`src/rtl/usb_fs_tx_pkg.sv`:
```
package usb_fs_tx_pkg;
  typedef enum logic [1:0] {
    SYM_K   = 2'd0,
    SYM_J   = 2'd1,
    SYM_SE0 = 2'd2
  } line_sym_t;

  typedef enum logic [1:0] {
    ST_IDLE = 2'd0,
    ST_XMIT = 2'd1,
    ST_EOP  = 2'd2
  } eng_state_t;
endpackage

```
`src/rtl/usb_fs_bit_clock_en.sv`:
```
module usb_fs_bit_clock_en #(
  parameter int DIV = 4
) (
  input  logic clk,
  input  logic rst,
  output logic tick
);
  localparam int CW = (DIV > 1) ? $clog2(DIV) : 1;
  localparam logic [CW-1:0] LAST = CW'(DIV - 1);

  logic [CW-1:0] cnt;

  always_ff @(posedge clk) begin
    if (rst) begin
      cnt <= '0;
    end else if (cnt == LAST) begin
      cnt <= '0;
    end else begin
      cnt <= cnt + 1'b1;
    end
  end

  assign tick = (cnt == LAST);
endmodule

```
`src/rtl/usb_fs_bit_engine.sv`:
```
module usb_fs_bit_engine
  import usb_fs_tx_pkg::*;
#(
  parameter int DATA_W    = 8,
  parameter int STUFF_RUN = 6
) (
  input  logic              clk,
  input  logic              rst,
  input  logic              tick,
  input  logic [DATA_W-1:0] tx_data,
  input  logic              tx_valid,
  output logic              tx_ready,
  output line_sym_t         sym,
  output logic              oe
);
  localparam int BW = $clog2(DATA_W + 1);
  localparam int OW = $clog2(STUFF_RUN + 1);
  localparam logic [DATA_W-1:0] SYNC_WORD = {1'b1, {(DATA_W-1){1'b0}}};
  localparam logic [BW-1:0] FULL = BW'(DATA_W);
  localparam logic [OW-1:0] RUN  = OW'(STUFF_RUN);

  eng_state_t        state;
  logic [DATA_W-1:0] sr;
  logic [BW-1:0]     bits_left;
  logic [OW-1:0]     ones;
  logic              lvl;
  logic [1:0]        eop_cnt;

  always_ff @(posedge clk) begin
    if (rst) begin
      state     <= ST_IDLE;
      sr        <= '0;
      bits_left <= '0;
      ones      <= '0;
      lvl       <= 1'b1;
      eop_cnt   <= 2'd0;
      sym       <= SYM_J;
      oe        <= 1'b0;
      tx_ready  <= 1'b0;
    end else begin
      tx_ready <= 1'b0;
      if (tick) begin
        case (state)
          ST_IDLE: begin
            sym <= SYM_J;
            oe  <= 1'b0;
            if (tx_valid) begin
              sr        <= SYNC_WORD;
              bits_left <= FULL;
              ones      <= '0;
              lvl       <= 1'b1;
              state     <= ST_XMIT;
            end
          end
          ST_XMIT: begin
            oe <= 1'b1;
            if (ones == RUN) begin
              // inserted zero: line toggles
              lvl  <= ~lvl;
              sym  <= lvl ? SYM_K : SYM_J;
              ones <= '0;
            end else if (bits_left != '0) begin
              if (sr[0]) begin
                sym  <= lvl ? SYM_J : SYM_K;
                ones <= ones + 1'b1;
              end else begin
                lvl  <= ~lvl;
                sym  <= lvl ? SYM_K : SYM_J;
                ones <= '0;
              end
              if (bits_left == BW'(1) && tx_valid) begin
                sr        <= tx_data;
                bits_left <= FULL;
                tx_ready  <= 1'b1;
              end else begin
                sr        <= {1'b0, sr[DATA_W-1:1]};
                bits_left <= bits_left - 1'b1;
              end
            end else begin
              sym     <= SYM_SE0;
              eop_cnt <= 2'd0;
              state   <= ST_EOP;
            end
          end
          ST_EOP: begin
            case (eop_cnt)
              2'd0: begin
                sym     <= SYM_SE0;
                eop_cnt <= 2'd1;
              end
              2'd1: begin
                sym     <= SYM_J;
                eop_cnt <= 2'd2;
              end
              default: begin
                sym   <= SYM_J;
                oe    <= 1'b0;
                lvl   <= 1'b1;
                state <= ST_IDLE;
              end
            endcase
          end
          default: begin
            state <= ST_IDLE;
            oe    <= 1'b0;
            sym   <= SYM_J;
          end
        endcase
      end
    end
  end
endmodule

```
`src/rtl/usb_fs_line_encoder.sv`:
```
module usb_fs_line_encoder
  import usb_fs_tx_pkg::*;
(
  input  logic      clk,
  input  logic      rst,
  input  logic      line_mode,
  input  line_sym_t sym,
  input  logic      oe_in,
  output logic      txdp,
  output logic      txdn,
  output logic      tx_oe
);
  always_ff @(posedge clk) begin
    if (rst) begin
      txdp  <= 1'b1;
      txdn  <= 1'b0;
      tx_oe <= 1'b0;
    end else begin
      tx_oe <= oe_in;
      case (sym)
        SYM_K: begin
          txdp <= 1'b0;
          txdn <= line_mode;
        end
        SYM_SE0: begin
          txdp <= 1'b0;
          txdn <= ~line_mode;
        end
        default: begin
          txdp <= 1'b1;
          txdn <= 1'b0;
        end
      endcase
    end
  end
endmodule

```
`src/rtl/usb_fs_tx_serializer.sv`:
```
module usb_fs_tx_serializer
  import usb_fs_tx_pkg::*;
#(
  parameter int DATA_W    = 8,
  parameter int CLK_DIV   = 4,
  parameter int STUFF_RUN = 6
) (
  input  logic              clk,
  input  logic              rst,
  input  logic              line_mode,
  input  logic [DATA_W-1:0] tx_data,
  input  logic              tx_valid,
  output logic              tx_ready,
  output logic              txdp,
  output logic              txdn,
  output logic              tx_oe
);
  logic      bit_tick;
  line_sym_t eng_sym;
  logic      eng_oe;

  usb_fs_bit_clock_en #(.DIV(CLK_DIV)) clk_en_i (
    .clk  (clk),
    .rst  (rst),
    .tick (bit_tick)
  );

  usb_fs_bit_engine #(.DATA_W(DATA_W), .STUFF_RUN(STUFF_RUN)) engine_i (
    .clk      (clk),
    .rst      (rst),
    .tick     (bit_tick),
    .tx_data  (tx_data),
    .tx_valid (tx_valid),
    .tx_ready (tx_ready),
    .sym      (eng_sym),
    .oe       (eng_oe)
  );

  usb_fs_line_encoder enc_i (
    .clk       (clk),
    .rst       (rst),
    .line_mode (line_mode),
    .sym       (eng_sym),
    .oe_in     (eng_oe),
    .txdp      (txdp),
    .txdn      (txdn),
    .tx_oe     (tx_oe)
  );
endmodule

```
`config.mk`:
```
export PLATFORM = sky130hd
export DESIGN_NAME = usb_fs_tx_serializer
export DESIGN_NICKNAME = d
export VERILOG_FILES = /design/src/rtl/usb_fs_tx_pkg.sv /design/src/rtl/usb_fs_bit_clock_en.sv /design/src/rtl/usb_fs_bit_engine.sv /design/src/rtl/usb_fs_line_encoder.sv /design/src/rtl/usb_fs_tx_serializer.sv
export SDC_FILE = /design/constraint.sdc
export NUM_CORES = 1
export LEC_CHECK = 0
export BUFFER_PORTS_ARGS = -buffer_cell sky130_fd_sc_hd__buf_4
export CAP_MARGIN = 10
export CORE_MARGIN = 4
export CORE_UTILIZATION = 45
export DETAILED_ROUTE_END_ITERATION = 6
export PLACE_DENSITY_LB_ADDON = 0.12
export SLEW_MARGIN = 20
export SYNTH_ARGS = -nofsm -noshare
export SYNTH_HDL_FRONTEND = slang
export SYNTH_HIERARCHICAL = 1
export SYNTH_SLANG_ARGS = --single-unit
```
`constraint.sdc`:
```
create_clock -name clk -period 2.3 [get_ports clk]
set_input_delay 0.69 -clock clk [delete_from_list [all_inputs] [get_ports clk]]
set_output_delay 0.69 -clock clk [all_outputs]
set_load 0.005 [all_outputs]
```
==> flow_summary_export.csv <==
group,metric,value,unit
die,core_area,3340,um^2
clocking,cts_root_buf,"clkbuf_4",
clocking,cts_inserted_buffers,5,
timing,rsz0062_at_grt,"no",
clocking,path_clk_slew,0.09,ns
finish,seqCellArea,581,um^2
placement,place_hpwl,2380,um
synthesis,syn_area,1560,um^2
synthesis,ys.flop_type,"dfxtp_1",
synthesis,async_reset_ff_share,0,%
drt,ant_nets,0,
finish,instances_no_fill,236,
finish,fin_area,1810,um^2
outcome,status,"completed",
timing,finalCriticalPeriod,1.88,ns
finish,n_fill_cell,335,
timing,clock.fmax,533,MHz
timing,setup_viol,0,
synthesis,synth-edff-count,0,
job,cap_violations,0,
pwr,power.density,580,nW/um^2
clocking,clock_latency,0.32,ns
timing,finClkSkew,0.00715,ns
grt,gr-total-overflow,0,
clocking,hold_buffers,0,
clocking,clock_path_buffers,2,
synthesis,syn_area_per_cell,9.17,um^2
synthesis,ys_seq_area_share,37.2,%
timing,worst_pin_slew,0.507,ns
finish,final_net_count,209,
synthesis,yosysTopAreaCellShare,37.2,%
drt,drc,0,
finish,multiInputGateArea,917,um^2
placement,place_area,1720,um^2
die,dieArea,4470,um^2
die,fp.dieW,66.9,um
synthesis,syn-num-nets,190,
worst_setup_path,worst-r2r-setup-slack,0.42,ns
synthesis,synth_cells,170,
worst_setup_path,critPathCaptureType,"register",
drt,routed_wl,3330,um
finish,drive_gt1_share,22.6,%
synthesis,ys_warn_count,6,
grt,grt_pass1_wl,5780,um
drt,dr.pass1.iters,4,
pwr,irDropWorstVdd,0.382,mV
grt,antenna_found_initial,0,
die,rows,21,
worst_hold_path,hold_path_class,"reg -> reg",
drt,avgViaCountPerCell,5.56,
timing,fin_tns_setup,0,ns
synthesis,synth_area_leaders,"dfxtp_1, ha_1, a21oi_1",
worst_setup_path,crit_required,2.54,ns
clocking,cts.sinks,29,
drt,vias,1312,
clocking,cts_tree,"done",
pwr,leakage,0.000651,uW
timing,maxSlewViolCount,0,
finish,antenna_cells,0,
timing,layout_worst_path_cycle_share,81.5,%
clocking,htree_levels,2,
timing,hold_viol,0,
grt,grt_pass1_vias,1317,
die,die_h,66.9,um
placement,finalWeightedCongestion,0.835,
clocking,ctsResizeCount,0,
synthesis,ys_seq_elements,29,
synthesis,synth_cell_types,49,
worst_setup_path,crit_arrival,2.11,ns
worst_setup_path,path_max_fanout,10,
placement,dp.cells,228,
drt,wl_per_cell,14.1,um
die,initial_core_util,46.7,%
clocking,cts_setup_buffers,0,
worst_setup_path,worstSetupStartpointType,"register",
grt,grt_max_degree,28,
worst_setup_path,crit_type,"reg -> reg",
drt,drtIter0Drc,89,
timing,slew_headroom,66.1,%
finish,synthToLayoutAreaGrowth,15.8,%
placement,io_buffer_count,15,
grt,grt_usage,17.1,%
die,pin_count,16,
synthesis,synth_area_leader_cell,"dfxtp_1",
power by group:
part	total [uW]	leakage (uW)	switching [uW]	internal, uW
combinational	94.4	0.000371	53.8	40.6
clock	440	0.0000455	180	260
sequential	514	0.000234	4.54	509
total	1050	0.000651	238	809
metal layers:
metal / track usage [%] / part of all wire [%] / vias up / routed length, um
met2: 28.8 / 49 / 31 / 1620
met3: 5.90 / 4.7 / 6 / 156
met5: 0 / 0 / - / 0
met4: 5.82 / 1.3 / 0 / 44
li1: - / - / 658 / -
met1: 20.0 / 45 / 617 / 1510
cells in the mapped netlist, types with 2 or more instances:
| cell | number |
|---|---|
| a311oi_1 | 2 |
| nand4_1 | 7 |
| ha_1 | 8 |
| mux2i_1 | 2 |
| or3_1 | 2 |
| xnor2_1 | 2 |
| nand3_1 | 4 |
| nor3_1 | 2 |
| nor2_1 | 10 |
| o211ai_1 | 2 |
| mux2_2 | 7 |
| nor3b_2 | 2 |
| o21bai_1 | 2 |
| dfxtp_1 | 29 |
| o21ai_0 | 14 |
| a21boi_0 | 2 |
| and2_1 | 2 |
| nand2b_1 | 3 |
| inv_1 | 8 |
| clkbuf_1 | 4 |
| nor4_1 | 2 |
| a21boi_4 | 2 |
| a21oi_1 | 16 |
| nand2_1 | 11 |
path summary, 6_finish.rpt:
check / start / end / depth (start not counted)
worst max-delay path: engine_i/state[1] / engine_i/sr[7] / 6
worst min-delay path: clk_en_i/cnt[0] / clk_en_i/cnt[0] / 1
worst max register to register: engine_i/state[1] / engine_i/sr[7] / 6
worst min register to register: clk_en_i/cnt[0] / clk_en_i/cnt[0] / 1
cell usage in the layout (no fill, tap or decap), types with 3 or more instances in the layout:
| cell type | n |
|---|---|
| nand4_1 | 7 |
| mux2_2 | 7 |
| nand2_1 | 11 |
| a21oi_1 | 16 |
| buf_4 | 18 |
| nand2b_1 | 3 |
| dfxtp_1 | 29 |
| clkbuf_4 | 5 |
| ha_1 | 8 |
| nand3_1 | 4 |
| nor2_1 | 10 |
| inv_1 | 8 |
| o21ai_0 | 14 |
worst max-delay path, cell delays in order (launching register included):
cell and delay, ns:
dfxtp_1 0.33, inv_1 0.08, ha_1 0.35, a21bo_2 0.31
o21ai_2 0.36, a21oi_1 0.12, a311oi_1 0.24
per-stage QoR:
step / hold slack, ns / power, uW / util [%] / setup slack, ns
after floorplan: 0.406 / 584 / - / 0.603
after global routing: 0.469 / 1090 / 54.1 / 0.271
after global placement: 0.415 / 617 / 51.6 / 0.368
final: 0.445 / 1050 / 54.1 / 0.424
after detailed placement: 0.431 / 620 / 51.6 / 0.311
after CTS: 0.445 / 1060 / 54.1 / 0.428
logic make-up (layout without fill, tap and decap cells):
logic type	Yosys count	count (layout)	synth area share [%]
mux	9	9	6.34
fa+ha+maj	8	8	6.42
flops	29	29	37.2
buf+inv	14	34	3.93
compound gates	51	51	23.2
simple gates	57	57	21.8
xor+xnor	2	2	1.12
registers in the layout (all words and copies together) (netlist names), 2 cells and up:
signal / cells
engine_i/sr: 8
engine_i/bits_left: 4
engine_i/ones: 3
clk_en_i/cnt: 2
engine_i/eop_cnt: 2
engine_i/state: 2
engine_i/sym: 2
layout make-up:
type                            instances  share of cell area, %
Clock buffer                            7                   3.05
Clock inverter                          1                   1.66
Inverter                                8                   1.66
Multi-Input combinational cell        127                   50.8
Tap cell                               46                   3.19
Sequential cell                        29                   32.2
Timing Repair Buffer                   18                   7.48
Note: power is estimated with default switching activity, not from simulation.
